<file path="config.mk">
export PLATFORM = sky130hd
export DESIGN_NAME = wbuf_prog_seq
export DESIGN_NICKNAME = d
export VERILOG_FILES = /design/src/rtl/wbuf_prog_pkg.sv /design/src/rtl/wbuf_blk_match.sv /design/src/rtl/wbuf_store.sv /design/src/rtl/wbuf_seq_fsm.sv /design/src/rtl/wbuf_prog_seq.sv
export SDC_FILE = /design/constraint.sdc
export NUM_CORES = 1
export LEC_CHECK = 0
export CAP_MARGIN = 0
export CORE_MARGIN = 8
export CORE_UTILIZATION = 27
export CTS_CLUSTER_DIAMETER = 60
export DETAILED_ROUTE_END_ITERATION = 10
export DONT_BUFFER_PORTS = 1
export GPL_ROUTABILITY_DRIVEN = 0
export PLACE_DENSITY_LB_ADDON = 0.12
export SKIP_CTS_REPAIR_TIMING = 1
export SYNTH_ARGS = -nofsm -noshare
export SYNTH_HDL_FRONTEND = slang
export SYNTH_SLANG_ARGS = --single-unit
</file>
<file path="constraint.sdc">
create_clock -name clk -period 3.9 [get_ports clk]
set_clock_uncertainty 0.05 [all_clocks]
set_input_delay 0.585 -clock clk [delete_from_list [all_inputs] [get_ports clk]]
set_output_delay 0.585 -clock clk [all_outputs]
set_load 0.005 [all_outputs]
</file>
<file path="src/rtl/wbuf_prog_pkg.sv">
package wbuf_prog_pkg;

   typedef enum logic [2:0] {
      SQ_IDLE    = 3'd0,
      SQ_COUNT   = 3'd1,
      SQ_FILL    = 3'd2,
      SQ_CONFIRM = 3'd3,
      SQ_PROGRAM = 3'd4
   } seq_state_e;

   localparam logic [7:0] OP_BUF_PROGRAM = 8'hE8;
   localparam logic [7:0] OP_CONFIRM     = 8'hD0;
   localparam logic [7:0] OP_CLEAR_STAT  = 8'h50;

   localparam logic [7:0] XSTAT_AVAIL    = 8'h80;

   function automatic logic [7:0] pack_status(input logic ready, input logic seq_err);
      return {ready, 1'b0, seq_err, seq_err, 4'b0000};
   endfunction

endpackage

</file>
<file path="src/rtl/wbuf_blk_match.sv">
module wbuf_blk_match #(
   parameter int BASE_W = 10
) (
   input  logic              clk,
   input  logic              rst_n,
   input  logic              capture,
   input  logic [BASE_W-1:0] addr_hi,
   output logic [BASE_W-1:0] blk_q,
   output logic              in_block
);

   always_ff @(posedge clk or negedge rst_n) begin
      if (!rst_n) begin
         blk_q <= '0;
      end else if (capture) begin
         blk_q <= addr_hi;
      end
   end

   assign in_block = (addr_hi == blk_q);

endmodule

</file>
<file path="src/rtl/wbuf_store.sv">
module wbuf_store #(
   parameter int DEPTH  = 16,
   parameter int WORD_W = 32,
   localparam int IDX_W = (DEPTH > 1) ? $clog2(DEPTH) : 1
) (
   input  logic              clk,
   input  logic              wr_en,
   input  logic [IDX_W-1:0]  wr_idx,
   input  logic [WORD_W-1:0] wr_word,
   input  logic [IDX_W-1:0]  rd_idx,
   output logic [WORD_W-1:0] rd_word
);

   logic [WORD_W-1:0] words [DEPTH];

   for (genvar i = 0; i < DEPTH; i++) begin : g_ent
      logic [WORD_W-1:0] ent_q;
      always_ff @(posedge clk) begin
         if (wr_en && (wr_idx == IDX_W'(i))) begin
            ent_q <= wr_word;
         end
      end
      assign words[i] = ent_q;
   end

   assign rd_word = words[rd_idx];

endmodule

</file>
<file path="src/rtl/wbuf_seq_fsm.sv">
module wbuf_seq_fsm
   import wbuf_prog_pkg::*;
#(
   parameter int DEPTH = 16,
   localparam int IDX_W = (DEPTH > 1) ? $clog2(DEPTH) : 1
) (
   input  logic             clk,
   input  logic             rst_n,
   input  logic             bus_we,
   input  logic [7:0]       cmd_byte,
   input  logic             in_block,
   output seq_state_e       state_o,
   output logic [IDX_W-1:0] idx_o,
   output logic             err_o,
   output logic             capture_o,
   output logic             store_o
);

   seq_state_e       state_q;
   logic [IDX_W-1:0] idx_q;
   logic [IDX_W-1:0] last_q;
   logic             err_q;
   logic             count_bad;

   assign count_bad = (int'(cmd_byte) >= DEPTH);

   always_ff @(posedge clk or negedge rst_n) begin
      if (!rst_n) begin
         state_q <= SQ_IDLE;
         idx_q   <= '0;
         last_q  <= '0;
         err_q   <= 1'b0;
      end else begin
         case (state_q)
            SQ_IDLE: begin
               if (bus_we) begin
                  if (cmd_byte == OP_BUF_PROGRAM) begin
                     state_q <= SQ_COUNT;
                  end else if (cmd_byte == OP_CLEAR_STAT) begin
                     err_q <= 1'b0;
                  end
               end
            end
            SQ_COUNT: begin
               if (bus_we) begin
                  if (count_bad) begin
                     err_q   <= 1'b1;
                     state_q <= SQ_IDLE;
                  end else begin
                     last_q  <= cmd_byte[IDX_W-1:0];
                     idx_q   <= '0;
                     state_q <= SQ_FILL;
                  end
               end
            end
            SQ_FILL: begin
               if (bus_we) begin
                  if (!in_block) begin
                     err_q   <= 1'b1;
                     state_q <= SQ_IDLE;
                  end else if (idx_q == last_q) begin
                     state_q <= SQ_CONFIRM;
                  end else begin
                     idx_q <= idx_q + 1'b1;
                  end
               end
            end
            SQ_CONFIRM: begin
               if (bus_we) begin
                  if (cmd_byte == OP_CONFIRM) begin
                     idx_q   <= '0;
                     state_q <= SQ_PROGRAM;
                  end else begin
                     err_q   <= 1'b1;
                     state_q <= SQ_IDLE;
                  end
               end
            end
            SQ_PROGRAM: begin
               if (idx_q == last_q) begin
                  state_q <= SQ_IDLE;
               end else begin
                  idx_q <= idx_q + 1'b1;
               end
            end
            default: state_q <= SQ_IDLE;
         endcase
      end
   end

   assign state_o   = state_q;
   assign idx_o     = idx_q;
   assign err_o     = err_q;
   assign capture_o = (state_q == SQ_IDLE) && bus_we && (cmd_byte == OP_BUF_PROGRAM);
   assign store_o   = (state_q == SQ_FILL) && bus_we && in_block;

endmodule

</file>
<file path="src/rtl/wbuf_prog_seq.sv">
module wbuf_prog_seq
   import wbuf_prog_pkg::*;
#(
   parameter int ADDR_W       = 16,
   parameter int DATA_W       = 16,
   parameter int BLK_W        = 6,
   parameter int DEPTH        = 16,
   parameter bit STORE_OFFSET = 1'b1
) (
   input  logic              clk,
   input  logic              rst_n,
   input  logic              bus_we,
   input  logic [ADDR_W-1:0] bus_addr,
   input  logic [DATA_W-1:0] bus_wdata,
   output logic [7:0]        rd_data,
   output logic              busy,
   output logic              arr_we,
   output logic [ADDR_W-1:0] arr_addr,
   output logic [DATA_W-1:0] arr_data
);

   localparam int BASE_W = ADDR_W - BLK_W;
   localparam int IDX_W  = (DEPTH > 1) ? $clog2(DEPTH) : 1;
   localparam int ENT_AW = STORE_OFFSET ? BLK_W : ADDR_W;
   localparam int WORD_W = ENT_AW + DATA_W;

   if (BLK_W < 1 || BLK_W >= ADDR_W) begin : g_bad_blk
      $error("BLK_W must lie between 1 and ADDR_W-1");
   end
   if (DEPTH < 2 || DEPTH > 256) begin : g_bad_depth
      $error("DEPTH must lie between 2 and 256");
   end
   if (DATA_W < 8) begin : g_bad_data
      $error("DATA_W must be at least 8");
   end

   seq_state_e        state;
   logic [IDX_W-1:0]  idx;
   logic              seq_err;
   logic              capture;
   logic              store_en;
   logic              in_block;
   logic [BASE_W-1:0] blk_q;
   logic [ENT_AW-1:0] ent_addr_in;
   logic [ENT_AW-1:0] ent_addr_out;
   logic [WORD_W-1:0] ent_rd;

   wbuf_blk_match #(
      .BASE_W (BASE_W)
   ) u_match (
      .clk      (clk),
      .rst_n    (rst_n),
      .capture  (capture),
      .addr_hi  (bus_addr[ADDR_W-1:BLK_W]),
      .blk_q    (blk_q),
      .in_block (in_block)
   );

   wbuf_seq_fsm #(
      .DEPTH (DEPTH)
   ) u_fsm (
      .clk       (clk),
      .rst_n     (rst_n),
      .bus_we    (bus_we),
      .cmd_byte  (bus_wdata[7:0]),
      .in_block  (in_block),
      .state_o   (state),
      .idx_o     (idx),
      .err_o     (seq_err),
      .capture_o (capture),
      .store_o   (store_en)
   );

   wbuf_store #(
      .DEPTH  (DEPTH),
      .WORD_W (WORD_W)
   ) u_store (
      .clk     (clk),
      .wr_en   (store_en),
      .wr_idx  (idx),
      .wr_word ({ent_addr_in, bus_wdata}),
      .rd_idx  (idx),
      .rd_word (ent_rd)
   );

   assign ent_addr_out = ent_rd[WORD_W-1:DATA_W];
   assign arr_data     = ent_rd[DATA_W-1:0];

   if (STORE_OFFSET) begin : g_offset_entries
      assign ent_addr_in = bus_addr[BLK_W-1:0];
      assign arr_addr    = {blk_q, ent_addr_out};
   end else begin : g_full_entries
      assign ent_addr_in = bus_addr;
      assign arr_addr    = ent_addr_out;
   end

   assign busy    = (state == SQ_PROGRAM);
   assign arr_we  = (state == SQ_PROGRAM);
   assign rd_data = (state == SQ_COUNT) ? XSTAT_AVAIL : pack_status(~busy, seq_err);

endmodule

</file>
; Yosys cells after proc, flatten, opt, wreduce, memory -nomap -nowiden
; Cells that the tools add are included.
[classes]
n_addsub = 1
magnitude_cmp = 2
n_eq_ne = 39
mux = 33
bitwise_logic = 3
n_reduce_logical = 28
[ops]
columns = cell, count
row1 = $bmux 22 s4, 1
row2 = $mux 22, 2
row3 = $eq 4x4->1 const B, 8
row4 = $mux 4, 7
row5 = $mux 3, 9
row6 = $logic_and 1x1->1, 20
row7 = $ne 2x2->1 const B, 9
row8 = $eq 4x3->1 const B, 4
row9 = $eq 8x8->1 const B, 2
row10 = $pmux 4 s4, 1
row11 = $pmux 3 s5, 1
row12 = $reduce_and 7->1, 2
row13 = $eq 10x10->1, 1
row14 = $ne 2x1->1 const B, 5
row15 = $reduce_and 10->1, 1
row16 = $mux 1, 9
row17 = $eq 4x2->1 const B, 2
row18 = $eq 8x7->1 const B, 1
row19 = $ge 8x5->1 const B, 1
row20 = $mux 8, 1
row21 = $reduce_bool 4->1, 2
row22 = $eq 3x2->1 const B, 2
row23 = $ge 5x5->1 const B, 1
row24 = $not 4->5, 1
row25 = 12 further kinds, 13
[word_totals]
reg_bits = 374
output_inout_bits = 42
elab_cells = 127

; Longest topological paths before layout
[depth]
word_depth = 5
depth_mapped = 7
ltp_nobuf = 6

; Modules after synthesis
; From an unflattened synthesis, not the netlist that was laid out.
[unflattened]
cells_unflattened = 692
area_unflattened_um2 = 14786.7
[by_module_without_submodules]
columns = mod, n_inst, cells_each, area_each_um2, seq_area_each_um2
row1 = wbuf_store, 1, 561, 13381.6, 10570.1
row2 = wbuf_seq_fsm, 1, 84, 840.8, 300.3
row3 = wbuf_blk_match, 1, 34, 483.0, 250.2
row4 = wbuf_prog_seq, 1, 13, 81.3, 0.0

; Least setup slack after synthesis
; No wires, ideal clock.
[synth_path]
kind = input to register
from = input bus_addr[10]
to = register u_store.g_ent[0].ent_q[0], enable pin
setup_ps = 429
t_arrival_ps = 3117
path_slack_ps = 304
stages = 6
n_path_buf = 0
path_cell_list = xnor2_1 > nand4_1 > nor4_4 > and3_1 > nand2_1 > nor3_1
[synth_via]
elab_chain_len = 3
[synth_rtl]
columns = item, line
row1 = "start, declared", wbuf_prog_seq.sv:13  ; input logic [ADDR_W-1:0] bus_addr,
row2 = $eq 10x10->1, wbuf_blk_match.sv:20  ; assign in_block = (addr_hi == blk_q);
row3 = $logic_and 1x1->1, wbuf_seq_fsm.sv:95  ; assign store_o = (state_q == SQ_FILL) && bus_we && in_block;
row4 = $logic_and 1x1->1, wbuf_store.sv:19  ; if (wr_en && (wr_idx == IDX_W'(i))) begin
row5 = "end signal, assigned", wbuf_store.sv:20  ; ent_q <= wr_word;
row6 = "end, declared", wbuf_store.sv:17  ; logic [WORD_W-1:0] ent_q;
; Every way passes these cells.
; A chain may end at the register's enable or synchronous reset.

; Worst setup path after layout
[layout_path]
from = register u_fsm.idx_q[0] (netlist: u_fsm.idx_o[0])
to = output arr_data[2]
[layout_via]
elab_chain_len = 4
[layout_rtl]
columns = item, line
row1 = "start, declared", wbuf_seq_fsm.sv:20  ; logic [IDX_W-1:0] idx_q;
row2 = "start signal, assigned", wbuf_seq_fsm.sv:64  ; idx_q <= idx_q + 1'b1;
row3 = "start signal, assigned", wbuf_seq_fsm.sv:83  ; idx_q <= idx_q + 1'b1;
row4 = $not 4->5 (not written as such), wbuf_store.sv:26  ; assign rd_word = words[rd_idx];
row5 = $bmux 22 s4, wbuf_store.sv:26
row6 = $mux 22 (not written as such) (2 in a row), wbuf_store.sv:26
row7 = "end, declared", wbuf_prog_seq.sv:19  ; output logic [DATA_W-1:0] arr_data
; Every way passes these cells. The select of a mux whose other input is x is not followed.

==> impl_metrics.json <==
{
  "vias": 6680,
  "drt_first_pass_iters": 4,
  "place_ws_ps": 653,
  "first_iter_violations": 490,
  "drive_gt1_share_pct": 34.5,
  "netlist_area_sq_um": 14700,
  "regToRegSetupSlack_ps": 790,
  "endpoint_kind": "output port",
  "netlist.area_leader.share_pct": 71.8,
  "yosys_warnings": 0,
  "row_count": 85,
  "drc_errors": 0,
  "die_h_um": 249,
  "nNetsFinal": 731,
  "initial_utilization_pct": 27.3,
  "fmaxAchievable_ghz": 0.274,
  "grt_usage_pct": 11.6,
  "vdd_drop_max_uv": 291,
  "yosys-top-cells-area": "edfxtp_1 (72%), mux4_2 (17%), dfrtp_1 (3.7%), mux2_2 (1.1%), buf_4 (0.82%)",
  "hold_class": "input pin to flip-flop",
  "synth-compound-area-share_pct": 1.17,
  "die_area_sq_um": 62200,
  "worst_skew_pair.late_latency_ps": 560,
  "synth_seq_cells": 374,
  "antenna_found_initial": 0,
  "clkSlewWorstSetupHoldPaths_ps": 60,
  "die_x_um": 249,
  "cp-start-kind": "flip-flop",
  "numCtsBuffers": 43,
  "yosysSeqAreaShare_pct": 75.6,
  "overflow": 0,
  "ant_nets": 0,
  "yosys.area_share.simple_pct": 2.17,
  "worstMarginPinSlew_ps": 1120,
  "area_growth_pct": 16.0,
  "worstPathRequired_ps": 3260,
  "finalHoldViolCount": 0,
  "setup_violations": 0,
  "cap_violations": 0,
  "core_area_sq_um": 53800,
  "total_power_mw": 10.1,
  "ff_latch_area_sq_um": 11100,
  "ys.flop_type": "edfxtp_1",
  "cts.path.max_buffers": 3,
  "async_flop_share_pct": 5.88,
  "synth_top_area_cell": "edfxtp_1",
  "tns_ps": 0,
  "cts_max_level": 2,
  "grt_pass1_vias": 7407,
  "cts_tree": "yes",
  "hpwl_um": 21700,
  "io_pins": 77,
  "fillers": 5104,
  "synthMuxAreaShare_pct": 18.1,
  "multi_input_comb_area_sq_um": 3410,
  "p_seq_share_pct": 46.6,
  "period_minus_slack_ps": 3650,
  "grt_pass1_wl_um": 53000,
  "syn_avg_cell_area_sq_um": 22.8,
  "p_per_area_nw_per_um2": 594,
  "via_per_inst": 4.71,
  "ys_types": 44,
  "leakagePower_nw": 5.27,
  "port_buffers": 0,
  "routed_wl_um": 36200,
  "power.switching_mw": 2.64,
  "path_max_fanout": 34,
  "maxSlewViolCount": 0,
  "clock-sinks": 374,
  "worst_slack_ps": 251,
  "syn_inst": 644,
  "synth_xor_area_share_pct": 0.893,
  "comb_power_share_pct": 16.7,
  "synth_top_family_by_area": "multiplexers",
  "status": "completed",
  "synth_edf_count": 352,
  "cp_data_arrival_time_ps": 3010,
  "p_clk_share_pct": 36.7,
  "swShare_pct": 26.0,
  "critPathKind": "flip-flop to output port",
  "finish.utilization_pct": 31.7,
  "cts_root_buffer": "clkbuf_16",
  "rsz0062_at_grt": "no",
  "grt_start_max_net_pins": 66,
  "period_share_pct": 93.6,
  "intPower_mw": 7.50,
  "maxSlewHeadroom_pct": 25.4,
  "diodes": 0,
  "synthAdderAreaFrac_pct": 0.340,
  "wl_per_cell_um": 25.5
}
## final timing paths
path	cells past startpoint	end	startpoint
max reg2reg	7	u_store.g_ent[14].ent_q[12]	u_match.blk_q[4]
min in group asynchronous	2	u_fsm.last_q[2]	rst_n
max	3	arr_data[2]	u_fsm.idx_o[0]
min reg2reg	1	u_fsm.last_q[1]	u_fsm.last_q[1]
min	0	u_store.g_ent[12].ent_q[10]	bus_wdata[10]
max in group asynchronous	2	u_fsm.idx_o[0]	rst_n
## critical path, stage by stage (launching register included)
cell and delay [ps]:
dfrtp_4 900, buf_4 400, mux4_2 550, mux4_2 560
## power groups by stage
| stage | logic, mW | clock network [mW] | registers (mW) |
|---|---|---|---|
| final | 1.69 | 3.72 | 4.73 |
| after global routing | 1.83 | 3.96 | 4.76 |
| after CTS | 1.75 | 3.83 | 4.74 |
| after detailed placement | 1.74 | 0 | 4.83 |
| after global placement | 1.73 | 0 | 4.82 |
| after floorplan | 1.53 | 0 | 4.55 |
## layer usage
layer / share of wire (%) / track usage [%] / vias up
met2: 49 / 19.1 / 185
li1: - / - / 2807
met4: 1.9 / 3.68 / 0
met3: 6.5 / 3.14 / 45
met5: 0 / 0 / -
met1: 43 / 14.8 / 3643
## stage by stage
| stage | hold slack [ps] | instance area (sq um) | cells |
|---|---|---|---|
| after CTS | -371 | 17000 | 1416 |
| after global placement | 240 | 15700 | 1341 |
| final | 65.5 | 17100 | 1418 |
| after floorplan | 239 | 14700 | 648 |
| after global routing | 28.9 | 17100 | 1418 |
| after detailed placement | 240 | 15700 | 1341 |
## cell usage after synthesis, types with 2 or more instances
cell      instances
xor2_1            4
nand3_1           5
ha_1              4
buf_2             5
o31ai_1           3
nor2b_1           2
edfxtp_1        352
inv_1             7
buf_6             2
mux2i_1           2
a31oi_1           2
xnor2_1          11
dfrtp_1          22
mux4_2          110
nor2_2            2
nand2_1          13
nor3_1            5
a21oi_1           3
nor4_4            2
mux2_2           14
clkbuf_1         14
nor2_1           19
nand4_1           2
or4_1             3
buf_4            16
o21a_1            2
## cell families after synthesis
group / count (synthesis)
simple gates: 59
compound gates: 19
buf+inv: 45
fa+ha+maj: 4
mux: 127
flops: 374
other cells: 1
xor+xnor: 15
## area by class of cell
type | instances | share of cell area [%]
Sequential cell | 374 | 65.2
Multi-Input combinational cell | 229 | 20.0
Clock buffer | 57 | 6.86
Tap cell | 696 | 5.10
Timing Repair Buffer | 36 | 1.97
Clock inverter | 18 | 0.689
Inverter | 8 | 0.176
## sequential cells by signal (all words and copies together) (netlist names)
| register | flops |
|---|---|
| u_fsm.idx_o | 4 |
| u_fsm.state_o | 3 |
| u_fsm.err_o | 1 |
| u_store.g_ent.ent_q | 352 |
| u_match.blk_q | 10 |
| u_fsm.last_q | 4 |
## cells in the final DEF, fill, tap and decap left out, types with 5 or more instances in the layout
cell       netlist  final
nor2_1          19      7
clkbuf_1        14     11
xnor2_1         11     11
nand3_1          5      5
buf_12           0      5
conb_1           1      5
nor2_2           2     14
clkinv_2         0      7
mux2_2          14     14
edfxtp_1       352    352
mux4_2         110    110
clkbuf_16        0     44
buf_4           16     30
nand2_1         13     13
inv_1            7      7
dfrtp_1         22     19
No activity file was read; power rests on OpenSTA's default activity.
